File: src/rtl/npc_pkg.sv
package npc_pkg;

  typedef enum logic [3:0] {
    OP_SEQ  = 4'd0,
    OP_J    = 4'd1,
    OP_JAL  = 4'd2,
    OP_JR   = 4'd3,
    OP_JALR = 4'd4,
    OP_BAL  = 4'd5,
    OP_BNF  = 4'd6,
    OP_BF   = 4'd7,
    OP_SYS  = 4'd8,
    OP_BRK  = 4'd9
  } flow_op_e;

  typedef enum logic [2:0] {
    TS_FALL = 3'd0,
    TS_ABS  = 3'd1,
    TS_REL  = 3'd2,
    TS_REG  = 3'd3,
    TS_VEC  = 3'd4
  } tgt_sel_e;

  typedef struct packed {
    logic     ctrl;
    logic     link;
    tgt_sel_e sel;
  } flow_dec_t;

endpackage

File: src/rtl/npc_decode.sv
module npc_decode
  import npc_pkg::*;
(
  input  logic [3:0] op_i,
  input  logic       flag_i,
  output flow_dec_t  dec_o
);

  always_comb begin
    dec_o = '{ctrl: 1'b0, link: 1'b0, sel: TS_FALL};
    case (op_i)
      OP_J:    dec_o = '{ctrl: 1'b1, link: 1'b0, sel: TS_ABS};
      OP_JAL:  dec_o = '{ctrl: 1'b1, link: 1'b1, sel: TS_ABS};
      OP_JR:   dec_o = '{ctrl: 1'b1, link: 1'b0, sel: TS_REG};
      OP_JALR: dec_o = '{ctrl: 1'b1, link: 1'b1, sel: TS_REG};
      OP_BAL:  dec_o = '{ctrl: 1'b1, link: 1'b1, sel: TS_REL};
      OP_BNF:  dec_o = '{ctrl: 1'b1, link: 1'b0, sel: flag_i ? TS_FALL : TS_REL};
      OP_BF:   dec_o = '{ctrl: 1'b1, link: 1'b0, sel: flag_i ? TS_REL : TS_FALL};
      OP_SYS:  dec_o = '{ctrl: 1'b1, link: 1'b0, sel: TS_VEC};
      OP_BRK:  dec_o = '{ctrl: 1'b1, link: 1'b0, sel: TS_FALL};
      default: dec_o = '{ctrl: 1'b0, link: 1'b0, sel: TS_FALL};
    endcase
  end

endmodule

File: src/rtl/npc_target.sv
module npc_target
  import npc_pkg::*;
#(
  parameter int          XLEN     = 32,
  parameter int          DISP_W   = 26,
  parameter logic [31:0] TRAP_VEC = 32'h0000_0C00
) (
  input  tgt_sel_e          sel_i,
  input  logic [XLEN-1:0]   pc_i,
  input  logic [DISP_W-1:0] disp_i,
  input  logic [XLEN-1:0]   ra_i,
  output logic [XLEN-1:0]   tgt_o
);

  localparam int SHIFT  = 2;
  localparam int EXT_W  = XLEN - DISP_W - SHIFT;
  localparam int STEP_2 = 8;

  logic [XLEN-1:0] offs;

  generate
    if (EXT_W > 0) begin : g_ext
      assign offs = {{EXT_W{disp_i[DISP_W-1]}}, disp_i, {SHIFT{1'b0}}};
    end else begin : g_trunc
      logic [DISP_W+SHIFT-1:0] wide;
      assign wide = {disp_i, {SHIFT{1'b0}}};
      assign offs = wide[XLEN-1:0];
    end
  endgenerate

  always_comb begin
    case (sel_i)
      TS_ABS:  tgt_o = offs;
      TS_REL:  tgt_o = pc_i + offs;
      TS_REG:  tgt_o = ra_i;
      TS_VEC:  tgt_o = TRAP_VEC[XLEN-1:0];
      default: tgt_o = pc_i + XLEN'(STEP_2);
    endcase
  end

endmodule

File: src/rtl/npc_delay_unit.sv
module npc_delay_unit
  import npc_pkg::*;
#(
  parameter int          XLEN     = 32,
  parameter int          DISP_W   = 26,
  parameter int          LINK_REG = 11,
  parameter int          IDX_W    = 5,
  parameter logic [31:0] TRAP_VEC = 32'h0000_0C00,
  parameter logic [31:0] RST_PC   = 32'h0000_0000
) (
  input  logic              clk,
  input  logic              rst_n,
  input  logic              in_valid_i,
  output logic              in_ready_o,
  input  logic [3:0]        op_i,
  input  logic [DISP_W-1:0] disp_i,
  input  logic [XLEN-1:0]   ra_i,
  input  logic              flag_i,
  output logic [XLEN-1:0]   fetch_pc_o,
  output logic              link_we_o,
  output logic [IDX_W-1:0]  link_idx_o,
  output logic [XLEN-1:0]   link_val_o,
  output logic              fault_o
);

  localparam int INSN_BYTES = 4;
  localparam int LINK_OFFS  = 2 * INSN_BYTES;

  logic            ready_q;
  logic            slot_q;
  logic [XLEN-1:0] pc_q;
  logic [XLEN-1:0] pend_q;
  logic [XLEN-1:0] tgt;
  logic            accept;
  flow_dec_t       dec;

  npc_decode u_dec (
    .op_i   (op_i),
    .flag_i (flag_i),
    .dec_o  (dec)
  );

  npc_target #(
    .XLEN     (XLEN),
    .DISP_W   (DISP_W),
    .TRAP_VEC (TRAP_VEC)
  ) u_tgt (
    .sel_i  (dec.sel),
    .pc_i   (pc_q),
    .disp_i (disp_i),
    .ra_i   (ra_i),
    .tgt_o  (tgt)
  );

  assign accept = in_valid_i & ready_q;

  always_ff @(posedge clk or negedge rst_n) begin
    if (!rst_n) begin
      ready_q <= 1'b0;
      slot_q  <= 1'b0;
      pc_q    <= RST_PC[XLEN-1:0];
      pend_q  <= '0;
    end else begin
      ready_q <= 1'b1;
      if (accept) begin
        if (slot_q) begin
          pc_q   <= pend_q;
          slot_q <= 1'b0;
        end else begin
          pc_q <= pc_q + XLEN'(INSN_BYTES);
          if (dec.ctrl) begin
            slot_q <= 1'b1;
            pend_q <= tgt;
          end
        end
      end
    end
  end

  assign in_ready_o = ready_q;
  assign fetch_pc_o = pc_q;
  assign link_we_o  = accept & ~slot_q & dec.link;
  assign link_idx_o = IDX_W'(LINK_REG);
  assign link_val_o = pc_q + XLEN'(LINK_OFFS);
  assign fault_o    = accept & slot_q & dec.ctrl;

endmodule

File: config.mk
export PLATFORM = sky130hd
export DESIGN_NAME = npc_delay_unit
export DESIGN_NICKNAME = d
export VERILOG_FILES = /design/src/rtl/npc_pkg.sv /design/src/rtl/npc_decode.sv /design/src/rtl/npc_target.sv /design/src/rtl/npc_delay_unit.sv
export SDC_FILE = /design/constraint.sdc
export NUM_CORES = 1
export LEC_CHECK = 0
export BUFFER_PORTS_ARGS = -buffer_cell sky130_fd_sc_hd__buf_2
export CORE_ASPECT_RATIO = 0.8
export CORE_UTILIZATION = 30
export DETAILED_ROUTE_END_ITERATION = 7
export GPL_ROUTABILITY_DRIVEN = 0
export SYNTH_ARGS = -nofsm -noshare
export SYNTH_HDL_FRONTEND = slang
export SYNTH_SLANG_ARGS = --single-unit
File: constraint.sdc
create_clock -name clk -period 2.9 [get_ports clk]
set_input_delay 0 -clock clk [delete_from_list [all_inputs] [get_ports clk]]
set_output_delay 0 -clock clk [all_outputs]
set_load 0.01 [all_outputs]
==> run summary <==
Worst Hold Class = in -> reg
Largest net degree at the start of global routing = 48
Clock Skew = 9.19 ps
Total core area = 20800 um^2
Ant diodes = 0
Status = complete, no violations
Clock Sink Count = 66
Fin. Hold Viols = 0
Number of DRC markers in iteration 0 = 934
HPWL reported at the end of detailed placement = 19.4 mm
Fillers = 2195
Placement Cell Area = 7520 um^2
Slew HR = 0.414
Clock Latency Late Sink = 340 ps
Most Frequent Cell on Critical Path = buf_4
Max-cap viol count = 0
Leakage = 3.60 nW
Num CTS Buffers = 9
Arr. time, crit path = 2700 ps
Vias per cell = 5.78
IO buf count = 132
Multi-input gate area = 4370 um^2
Maximum vdd drop = 412 uV
Number of setup buffers added after CTS = 0
Seq cells post-synth = 66
CP Data Required Time = 2900 ps
DRC = 0
Routed len/inst = 20.3 um
Synth warn = 0
Overall routed net length = 25.5 mm
Number of global-route vias before repair = 6590
First-pass DRT Iterations = 6
Top-count cell post-synth = nand2_1
Yosys top cell by area = dfrtp_1
Mapped Area = 6360 um^2
Cell Chain, Critical Path = buf_4, ha_1, nand2_1, nor3_4, buf_4, nand3_1, inv_1, and3_1, xor2_1, buf_2
PD cells = 974 nW/um^2
Post-DRT Antenna Nets = 0
Synthesis-to-layout area growth = 23.8%
Largest stage delay on the critical path = 350 ps
CP max-delay cell = dfrtp_1
Total track usage = 0.235
Leading cell types by count after synthesis = nand2_1 (104), o21ai_0 (85), a21oi_1 (83)
Total area of sequential cells = 1650 um^2
EDFF count, synth = 0
Synth area leaders = dfrtp_1 (26%), o21ai_0 (6.7%), a21oi_1 (6.5%)
Distinct cells, synth = 79
DIE AREA = 21800 um^2
Pins Over Slew Limit = 0
Ratio of cells with drive above 1 in the final layout = 0.237
Post-synthesis sequential area ratio = 0.260
Fin crit share = 0.932
Final core occ = 0.379
I/O pin count = 138
Post-synth ARST share = 1.00
Fin nets = 1082
CTS tree = done
CP Capture Type = primary output
Initial antenna violation count = 1
Num rows = 47
Tmin final = 2700 ps
H-tree depth = 3
RSZ-0062 raised after global routing = false
Final setup vio count = 0
Slew @ Worst Pin = 880 ps
Grt ovf = 0
Die height = 132 um
Startpoint types = flop
Clock transition at path regs = 60 ps
Fin Setup TNS = 0 ps
Final Cell Area = 7880 um^2
Initial Utilization = 0.306
Synth Flop Type = dfrtp_1
Deepest clock path buffer count = 2
Die W = 165 um
First-pass GRT wire length = 39.0 mm
Mean post-synth cell area = 7.57 um^2
Synth top area share = 0.260
Via count = 7270
Post-Syn Instances = 841
Setup CP Type = reg -> out
Fmax achieved = 370 MHz
CTS root buf = clkbuf_16
Crit Path Max Fanout = 7
critical path, delay by kind of cell, from the launching register on:
kind / cells / cell delay, ps
and+or+nand+nor: 4 / 800
buffers and inverters: 4 / 650
adders and majority gates: 1 / 280
xor gates and xnor gates: 1 / 270
DFF: 1 / 350
per-stage QoR:
stage / setup slack (ps) / hold slack, ps / instances / total power [mW]
2_1_floorplan: 393 / -296 / 845 / 4.71
3_3_place_gp: 324 / 150 / 1237 / 6.39
3_5_place_dp: 225 / 159 / 1237 / 6.40
4_1_cts: 194 / 2.79 / 1258 / 7.60
5_1_grt: 21.6 / 21.2 / 1258 / 8.25
6_report: 198 / 7.44 / 1258 / 7.68
layout make-up:
type | instances | area share
clock buffers | 14 | 0.0348
clock inverters | 2 | 0.00445
inverters | 13 | 0.00619
multi-input cells | 699 | 0.555
flip-flops and latches | 66 | 0.210
well taps | 269 | 0.0427
repair buffers | 195 | 0.147
where the power goes:
part | total (mW) | switching, mW | internal (mW)
Clock | 1.18 | 0.438 | 0.737
Sequential | 1.72 | 0.377 | 1.34
Combinational | 4.78 | 2.86 | 1.92
final timing paths:
path                                from  slack [ps]              to  cells past startpoint
setup reg to reg           fetch_pc_o[3]         240      pend_q[28]                     10
setup / recovery           fetch_pc_o[4]         200  link_val_o[19]                     10
hold / removal                  ra_i[16]           7      pend_q[16]                      4
hold reg to reg               pend_q[11]         490      pend_q[11]                      2
max in group asynchronous          rst_n        1790  fetch_pc_o[25]                      3
min in group asynchronous          rst_n         310      pend_q[12]                      2
registers in the layout, indices dropped and copies added (netlist names):
name / count
pend_q: 32
fetch_pc_o: 32
in_ready_o: 1
slot_q: 1
cell usage in the layout, fill, tap and decap left out, types with 15 or more instances in the layout:
cell	n
a21o_1	22
a21oi_1	82
a31oi_1	15
buf_2	132
buf_4	57
dfrtp_1	64
ha_1	31
nand2_1	104
nand3_1	20
nand4_1	18
nor2_1	68
nor3_1	28
o21ai_0	85
xnor2_1	21
xor2_1	29
logic make-up (layout without fill, tap and decap cells):
family,count (synthesis),count (layout),share of synthesized area
buffers and inverters,80,224,0.0564
other,2,6,0.00118
XOR/XNOR,52,52,0.0739
AND/OR/NAND/NOR,300,300,0.235
adder cells (fa/ha/maj),32,32,0.0641
multiplexers,9,9,0.0146
AO/OA/AOI/OAI,300,300,0.295
flip-flops,66,66,0.260
timing repair:
item                       CTS  global route
hold endpoints to repair    36             0
gates resized for setup      0             1
hold buffers                 5             0
setup endpoints to repair    0             3
per-layer routing:
metal  vias to the layer above  part of all wire  GRT usage
li1                       3372                 -          -
met1                      3449              0.47      0.349
met2                       394              0.41      0.334
met3                        55             0.095     0.0541
met4                         0             0.025     0.0688
met5                         -                 0          0
No activity file was read; power rests on OpenSTA's default activity.
